--- src/rtl/rx_hold_pkg.sv ---
package rx_hold_pkg;

  typedef enum logic {
    OVF_DEFERRED  = 1'b0,
    OVF_IMMEDIATE = 1'b1
  } ovf_mode_e;

endpackage

--- src/rtl/rx_hold_store.sv ---
module rx_hold_store #(
  parameter int W     = 8,
  parameter int DEPTH = 2,
  localparam int PW   = (DEPTH > 1) ? $clog2(DEPTH) : 1,
  localparam int CW   = $clog2(DEPTH + 1)
) (
  input  logic          clk,
  input  logic          rst_n,
  input  logic          flush,
  input  logic          push,
  input  logic [W-1:0]  push_data,
  input  logic          pop,
  input  logic          tag_newest,
  output logic [W-1:0]  front_data,
  output logic          front_tag,
  output logic [CW-1:0] fill,
  output logic          empty,
  output logic          full
);

  function automatic logic [PW-1:0] step_ptr(input logic [PW-1:0] p);
    return (p == PW'(DEPTH - 1)) ? '0 : p + 1'b1;
  endfunction

  function automatic logic [PW-1:0] back_ptr(input logic [PW-1:0] p);
    return (p == '0) ? PW'(DEPTH - 1) : p - 1'b1;
  endfunction

  logic [DEPTH-1:0][W-1:0] mem_q;
  logic [DEPTH-1:0]        tag_q, tag_d;
  logic [DEPTH-1:0]        slot_we;
  logic [PW-1:0]           rd_ptr_q, rd_ptr_d, wr_ptr_q, wr_ptr_d;
  logic [CW-1:0]           cnt_q, cnt_d;
  logic                    push_ok, pop_ok;

  assign empty   = (cnt_q == '0);
  assign full    = (cnt_q == CW'(DEPTH));
  assign pop_ok  = pop && !empty && !flush;
  assign push_ok = push && !flush && (!full || pop_ok);

  always_comb begin
    rd_ptr_d = rd_ptr_q;
    wr_ptr_d = wr_ptr_q;
    cnt_d    = cnt_q;
    tag_d    = tag_q;
    if (flush) begin
      rd_ptr_d = '0;
      wr_ptr_d = '0;
      cnt_d    = '0;
      tag_d    = '0;
    end else begin
      if (pop_ok) rd_ptr_d = step_ptr(rd_ptr_q);
      if (push_ok) begin
        wr_ptr_d         = step_ptr(wr_ptr_q);
        tag_d[wr_ptr_q]  = 1'b0;
      end
      if (tag_newest && !push_ok) tag_d[back_ptr(wr_ptr_q)] = 1'b1;
      cnt_d = cnt_q + CW'(push_ok) - CW'(pop_ok);
    end
  end

  always_ff @(posedge clk or negedge rst_n) begin
    if (!rst_n) begin
      rd_ptr_q <= '0;
      wr_ptr_q <= '0;
      cnt_q    <= '0;
      tag_q    <= '0;
    end else begin
      rd_ptr_q <= rd_ptr_d;
      wr_ptr_q <= wr_ptr_d;
      cnt_q    <= cnt_d;
      tag_q    <= tag_d;
    end
  end

  for (genvar i = 0; i < DEPTH; i++) begin : g_slot
    assign slot_we[i] = push_ok && (wr_ptr_q == PW'(i));
  end

  always_ff @(posedge clk) begin
    for (int i = 0; i < DEPTH; i++) begin
      if (slot_we[i]) mem_q[i] <= push_data;
    end
  end

  assign front_data = mem_q[rd_ptr_q];
  assign front_tag  = tag_q[rd_ptr_q] && !empty;
  assign fill       = cnt_q;

endmodule

--- src/rtl/rx_hold_status.sv ---
module rx_hold_status (
  input  logic clk,
  input  logic rst_n,
  input  logic rx_en,
  input  logic imm_event,
  input  logic pop_tagged,
  input  logic clr,
  input  logic front_err,
  output logic ovf_status
);

  logic ovf_q, ovf_d, set_req;

  assign set_req = rx_en && (imm_event || pop_tagged);

  always_comb begin
    ovf_d = ovf_q;
    if (set_req)          ovf_d = 1'b1;
    else if (clr || !rx_en) ovf_d = 1'b0;
  end

  always_ff @(posedge clk or negedge rst_n) begin
    if (!rst_n) ovf_q <= 1'b0;
    else        ovf_q <= ovf_d;
  end

  assign ovf_status = ovf_q || (front_err && rx_en);

endmodule

--- src/rtl/rx_hold_fifo.sv ---
module rx_hold_fifo
  import rx_hold_pkg::*;
#(
  parameter int W     = 8,
  parameter int DEPTH = 2
) (
  input  logic         clk,
  input  logic         rst_n,
  input  logic         rx_en,
  input  logic         imm_ovf,
  input  logic         push_vld,
  input  logic [W-1:0] push_data,
  input  logic         rd_strobe,
  input  logic         ovf_clr,
  output logic [W-1:0] rd_data,
  output logic         rx_ready,
  output logic         err_flag,
  output logic         ovf_status
);

  localparam int CW = $clog2(DEPTH + 1);

  ovf_mode_e     mode;
  logic [W-1:0]  front_data;
  logic          front_tag, empty, full;
  logic [CW-1:0] fill;
  logic          push, pop, ovf_event, tag_newest, imm_event, pop_tagged;

  assign mode       = ovf_mode_e'(imm_ovf);
  assign push       = push_vld && rx_en;
  assign pop        = rd_strobe && rx_en && !empty;
  assign ovf_event  = push && full && !pop;
  assign imm_event  = ovf_event && (mode == OVF_IMMEDIATE);
  assign tag_newest = ovf_event && (mode == OVF_DEFERRED);
  assign pop_tagged = pop && front_tag;

  rx_hold_store #(.W(W), .DEPTH(DEPTH)) u_store (
    .clk        (clk),
    .rst_n      (rst_n),
    .flush      (!rx_en),
    .push       (push),
    .push_data  (push_data),
    .pop        (pop),
    .tag_newest (tag_newest),
    .front_data (front_data),
    .front_tag  (front_tag),
    .fill       (fill),
    .empty      (empty),
    .full       (full)
  );

  rx_hold_status u_status (
    .clk        (clk),
    .rst_n      (rst_n),
    .rx_en      (rx_en),
    .imm_event  (imm_event),
    .pop_tagged (pop_tagged),
    .clr        (ovf_clr),
    .front_err  (front_tag),
    .ovf_status (ovf_status)
  );

  assign rx_ready = !empty;
  assign err_flag = front_tag;
  assign rd_data  = (empty || front_tag) ? '0 : front_data;

endmodule

--- config.mk ---
export PLATFORM = sky130hd
export DESIGN_NAME = rx_hold_fifo
export DESIGN_NICKNAME = d
export VERILOG_FILES = /design/src/rtl/rx_hold_pkg.sv /design/src/rtl/rx_hold_store.sv /design/src/rtl/rx_hold_status.sv /design/src/rtl/rx_hold_fifo.sv
export SDC_FILE = /design/constraint.sdc
export NUM_CORES = 1
export LEC_CHECK = 0
export ABC_CLOCK_PERIOD_IN_PS = 2300
export BUFFER_PORTS_ARGS = -buffer_cell sky130_fd_sc_hd__buf_2
export CAP_MARGIN = 20
export CORE_MARGIN = 4
export CORE_UTILIZATION = 40
export CTS_CLUSTER_DIAMETER = 80
export CTS_CLUSTER_SIZE = 30
export DETAILED_ROUTE_END_ITERATION = 7
export GPL_TIMING_DRIVEN = 1
export PLACE_DENSITY = 0.6
export SLEW_MARGIN = 20
export SYNTH_ARGS = -nofsm -noshare
export SYNTH_HDL_FRONTEND = slang
export SYNTH_SLANG_ARGS = --single-unit
--- constraint.sdc ---
create_clock -name clk -period 2.3 [get_ports clk]
set_input_delay 0 -clock clk [delete_from_list [all_inputs] [get_ports clk]]
set_output_delay 0 -clock clk [all_outputs]
set_load 0.01 [all_outputs]
# --- Word level (Yosys, flattened, before mapping) ---
# Index checks and enable logic that the tools add are counted.
totals:
  reg_bits: 23
  wordCells: 80
  inputBits: 15
  out_inout_bits: 11
op_classes:
  bitwise_logic: 5
  n_mux: 23
  n_reduce_logical: 32
  magnitude_cmp: 5
  add_sub_neg: 5
  eq_ne: 3
ops:
  columns: ["cell", "n"]
  rows:
  - ["$mux 8", 3]
  - ["$logic_and 1x1->1", 20]
  - ["$mux 1", 13]
  - ["$mux 2", 5]
  - ["$lt 1x2->1 const B", 3]
  - ["$logic_not 1->1", 5]
  - ["$logic_or 1x1->1", 5]
  - ["$ne 2x1->1 const B", 2]
  - ["$add 1x1->1 const B", 2]
  - ["$add 2x1->2", 1]
  - ["$and 2x2->2", 1]
  - ["$demux 1 s1", 2]
  - ["$eq 2x2->1 const B", 1]
  - ["$ge 1x1->1 const B", 2]
  - ["$logic_not 2->1", 1]
  - ["$not 1->1", 2]
  - ["$not 2->2", 1]
  - ["$or 2x2->2", 1]
  - ["$reduce_bool 2->1", 1]
  - ["$sub 2x1->2", 1]
  - ["$sub 1x1->1 const B", 1]

# --- Longest topological paths before layout ---
depth:
  word_depth: 12
  ltp_mapped: 8
  depth_no_buf: 8

# --- Hierarchy ---
# Synthesis repeated with hierarchy kept, for this count alone.
unflattened:
  hier_cells: 87
  hier_area_um2: 1116.1
modules_own_cells:
  columns: ["mod", "cells_each", "seq_area_each_um2", "n_inst", "area_per_inst_um2"]
  rows:
  - ["rx_hold_store", 64, 630.6, 1, 947.2]
  - ["rx_hold_fifo", 19, 0.0, 1, 120.1]
  - ["rx_hold_status", 4, 25.0, 1, 48.8]

# --- Least setup slack after synthesis ---
# No wires, ideal clock.
synth_path:
  path_type: "register -> register"
  startpoint: "register u_store.cnt_q[0], in the netlist u_store.fill[0]"
  endpoint: "register u_store.cnt_q[1], in the netlist u_store.fill[1]"
  arrival_time_ns: 1.524
  t_required_ns: 2.181
  setup_ns: 0.119
  path_buffers: 0
  stages_incl_launch_ff: 9
  slack_ns: 0.657
  synth_period_minus_slack_ns: 1.643
  cell_sequence: "dfrtp_1 -> nor2_1 -> inv_1 -> and3_1 -> ha_1 -> inv_1 -> ha_1 -> xnor2_1 -> and2_1"
synth_between:
  elab_chain_len: 10
  elab_cells_between_ends: 12
  cone_classes: "add/sub (2); eq/ne (1); mux (1); reduce/logical (8)"
synth_rtl:
  columns: ["element", "line_no", "rtl"]
  rows:
  - ["start: declaration", "rx_hold_store.sv:33", "logic [CW-1:0] cnt_q, cnt_d;"]
  - ["start signal: assignment", "rx_hold_store.sv:71", "cnt_q <= cnt_d;"]
  - ["$logic_not 2->1 (*)", "rx_hold_store.sv:36", "assign empty = (cnt_q == '0);"]
  - ["$logic_not 1->1 (*)", null, null]
  - ["via rx_ready", "rx_hold_fifo.sv:16", "output logic rx_ready,"]
  - ["$logic_and 1x1->1", "rx_hold_fifo.sv:31", "assign pop = rd_strobe && rx_en && !empty;"]
  - ["$logic_and 1x1->1 (*) (2 in series)", "rx_hold_store.sv:38", "assign pop_ok = pop && !empty && !flush;"]
  - ["$logic_or 1x1->1", "rx_hold_store.sv:39", "assign push_ok = push && !flush && (!full || pop_ok);"]
  - ["$logic_and 1x1->1", "rx_hold_store.sv:39", null]
  - ["$add 2x1->2", "rx_hold_store.sv:58", "cnt_d = cnt_q + CW'(push_ok) - CW'(pop_ok);"]
  - ["$sub 2x1->2 (*)", "rx_hold_store.sv:58", null]
  - ["$mux 2 (*)", "rx_hold_store.sv:46", "if (flush) begin"]
  - ["via u_store.cnt_d[1]", "rx_hold_store.sv:33", null]
# The timed path passes the listed nets; every way through them passes the cells marked *.
# A chain may end at the register's enable or synchronous reset.

# --- Final worst setup path ---
layout_path:
  startpoint: "register u_store.cnt_q[0], in the netlist u_store.fill[0]"
  endpoint: "register u_store.cnt_q[1], in the netlist u_store.fill[1]"
layout_between:
  elab_chain_len: 10
  elab_cells_between_ends: 12
  cone_classes: "add/sub (2); eq/ne (1); mux (1); reduce/logical (8)"
layout_rtl:
  columns: ["element", "line_no"]
  rows:
  - ["$logic_not 2->1", "rx_hold_store.sv:36"]
  - ["$logic_not 1->1", "rx_hold_store.sv:38, rx_hold_fifo.sv:31"]
  - ["$logic_and 1x1->1", "rx_hold_fifo.sv:31"]
  - ["$logic_and 1x1->1 (2 in series)", "rx_hold_store.sv:38"]
  - ["$logic_or 1x1->1", "rx_hold_store.sv:39"]
  - ["$logic_and 1x1->1", "rx_hold_store.sv:39"]
  - ["$add 2x1->2", "rx_hold_store.sv:58"]
  - ["$sub 2x1->2 (*)", "rx_hold_store.sv:58"]
  - ["$mux 2 (*)", "rx_hold_store.sv:46"]
  - ["via u_store.cnt_d[1]", "rx_hold_store.sv:33"]
# Marks and branches as above.

==> flow_summary.yaml <==
clock_network:
  clock_path_buffers: 2
  clk_latency_ns: 0.30
  tritoncts: "built"
  post-cts-setup-buffers: 0
  htree_levels: 1
  cts-root-buf: "clkbuf_4"
  clk_pin_slew_ns: 0.12
  clkSinkCount: 23
  cts_buffers: 3
sta:
  fin_skew_ns: 0.004331
  final.min_clock_period_ns: 1.728
  hold_viol_final: 0
  fin_setup_tns_ns: 0
  rsz0062_at_grt: "no"
  relSlewSlack_pct: 74.54
  setup_viol: 0
  worstMarginPinSlew_ns: 0.3779
  fmax_mhz: 578.7
  fin_crit_sh_pct: 75.13
  whs_ns: 0.02424
  drv_slew: 0
global_route:
  grt_overflow: 0
  gr-max-usage-layer: "met2"
  antenna_found_initial: 0
  use_met1_pct: 14.61
  met2_usage_pct: 22.56
  grt_pass1_vias: 755
  grt_max_degree: 14
  grt_first_pass_wirelength_mm: 3.256
  grt_use_met3_pct: 2.851
  grtUsageTotal_pct: 12.97
detailed_routing:
  dr.first_iter.drc_count: 10
  wl_per_cell_um: 13.56
  ant_nets: 0
  dr_total_vias: 718
  vias_per_cell: 4.819
  firstDrtPassIters: 4
  drc: 0
  drt-total-wl_mm: 2.020
logic_synthesis:
  async_reset_ff_share_pct: 30.43
  ys_ff_latch: 23
  synth_nets: 95
  syn_area_um2: 1031
  ys_warn_count: 0
  synth_edf_count: 16
  synth_ff_type: "edfxtp_1"
  synthDistinctLibCells: 24
  synthCells: 78
  ys_seq_area_share_pct: 63.59
  syn_area_per_cell_um2: 13.22
critical_path:
  start_kind: "flop"
  path_max_fanout: 4
  cp-end-kind: "flop"
  crit_type: "flop to flop"
  rr_worst_depth: 8
  critPathRequiredTime_ns: 2.50
  crit_arrival_ns: 1.93
  r2r_slack_ns: 0.57
die:
  initial_core_util_pct: 41.62
  coreArea_um2: 2477
  die_w_um: 58.77
  fp-row-count: 18
  die_h_um: 58.77
  die-area_um2: 3454
  io_pins: 26
power:
  peakVddDrop_mv: 0.4667
  p_leak_nw: 0.5873
  powerDensity_nw_per_um2: 678.6
worst_hold_path:
  hold_path.class: "primary input to flop"
  holdPathStages: 3
place:
  gp_congestion: 0.7545
  dp_hpwl_mm: 1.529
  port_buffers: 25
final_layout:
  multiInputGateArea_um2: 334.1
  nFillCells: 225
  nets: 137
  area_growth_pct: 29.85
  final-seq-area_um2: 655.6
  drive_gt1_share_pct: 30.25
  antenna_cells: 0
run:
  maxCapViolCount: 0
outcome:
  status: "finished clean"
-- per-stage QoR --
step                total power, mW  instance area, µm²  worst slack (ns)  cells  utilization, %
floorplan                    0.6456                1031            0.6575     78               -
global placement             0.7199                1201            0.6750    134           48.48
detailed placement           0.7340                1201            0.5763    134           48.48
CTS                          0.9239                1339            0.5603    149           54.04
global route                 0.9676                1339            0.4493    149           54.04
finish                       0.9085                1339            0.5719    149           54.04
-- cells by family after synthesis --
family / Yosys count / share of synthesized area (%)
XOR/XNOR: 3 / 2.549
AO/OA/AOI/OAI: 10 / 6.433
multiplexers: 9 / 9.952
AND/OR/NAND/NOR: 22 / 11.04
adder cells (fa/ha/maj): 2 / 2.427
buffers and inverters: 9 / 4.005
flip-flops: 23 / 63.59
-- cell type report --
class / count / area share (%)
sequential: 23 / 48.97
multi-input combinational: 46 / 24.95
timing repair buffer: 39 / 19.25
tap: 30 / 2.804
inverter: 7 / 1.963
clock buffer: 3 / 1.682
clock inverter: 1 / 0.3738
-- Yosys cell counts (2+ instances only) --
cell type  instances  share of area [%]
o21ai_0            3                1.5
inv_1              7                2.5
o311ai_0           2                1.7
ha_1               2                2.4
and3_1             2                1.2
dfrtp_1            7                 17
and2_1             3                1.8
nor2_1            12                4.4
mux2i_1            8                7.8
edfxtp_1          16                 47
xnor2_1            3                2.5
-- worst max-delay path: stages, from the launching register on --
cell     delay (ns)
dfrtp_1        0.43
nor2_1         0.16
inv_1          0.09
and3_1         0.19
ha_1           0.28
inv_1          0.04
ha_1           0.18
xnor2_1        0.11
and2_1         0.15
-- worst paths after layout --
kind                                              start                            to
hold reg to reg            u_store.wr_ptr_q$_DFFE_PN0P_  u_store.wr_ptr_q$_DFFE_PN0P_
hold / removal                                 push_vld    u_store.tag_q[1]$_DFF_PN0_
min in group asynchronous                         rst_n    u_store.tag_q[1]$_DFF_PN0_
setup / recovery              u_store.fill[0]$_DFF_PN0_     u_store.fill[1]$_DFF_PN0_
setup reg to reg              u_store.fill[0]$_DFF_PN0_     u_store.fill[1]$_DFF_PN0_
max in group asynchronous                         rst_n  u_store.wr_ptr_q$_DFFE_PN0P_
-- timing repair --
item / 4_1_cts / 5_1_grt
hold buffers: 11 / 0
endpoints found under the setup margin: 0 / 0
endpoints found under the hold margin: 26 / 0
gates resized for setup: 0 / 0
-- registers in the layout, summed over array words and instances (netlist names) --
name,count
u_store.mem_q,16
u_store.fill,2
u_store.tag_q,2
u_status.ovf_q,1
u_store.rd_ptr_q,1
u_store.wr_ptr_q,1
-- power breakdown --
part | total, mW | internal, mW | switching, mW
combinational | 0.243 | 0.113 | 0.130
clock | 0.176 | 0.0648 | 0.111
sequential | 0.490 | 0.471 | 0.0184
-- cells in the final DEF, fill, tap and decap left out, drive strengths merged --
master       count
buf             28
edfxtp          16
nor2            12
dlygate4sd3     11
mux2i            9
inv              7
dfrtp            7
o21ai            4
and2             3
xnor2            3
clkbuf           3
and3             2
o311ai           2
ha               2
nand2            2
nor3b            1
nand4b           1
or2              1
a21o             1
o22ai            1
o21a             1
o211ai           1
clkinv           1
-- layer usage --
metal	vias up	wire length, µm
met5	-	0
met4	0	23
met3	4	82
met2	13	1081
met1	345	834
li1	356	-
(Power assumes the default switching activity.)
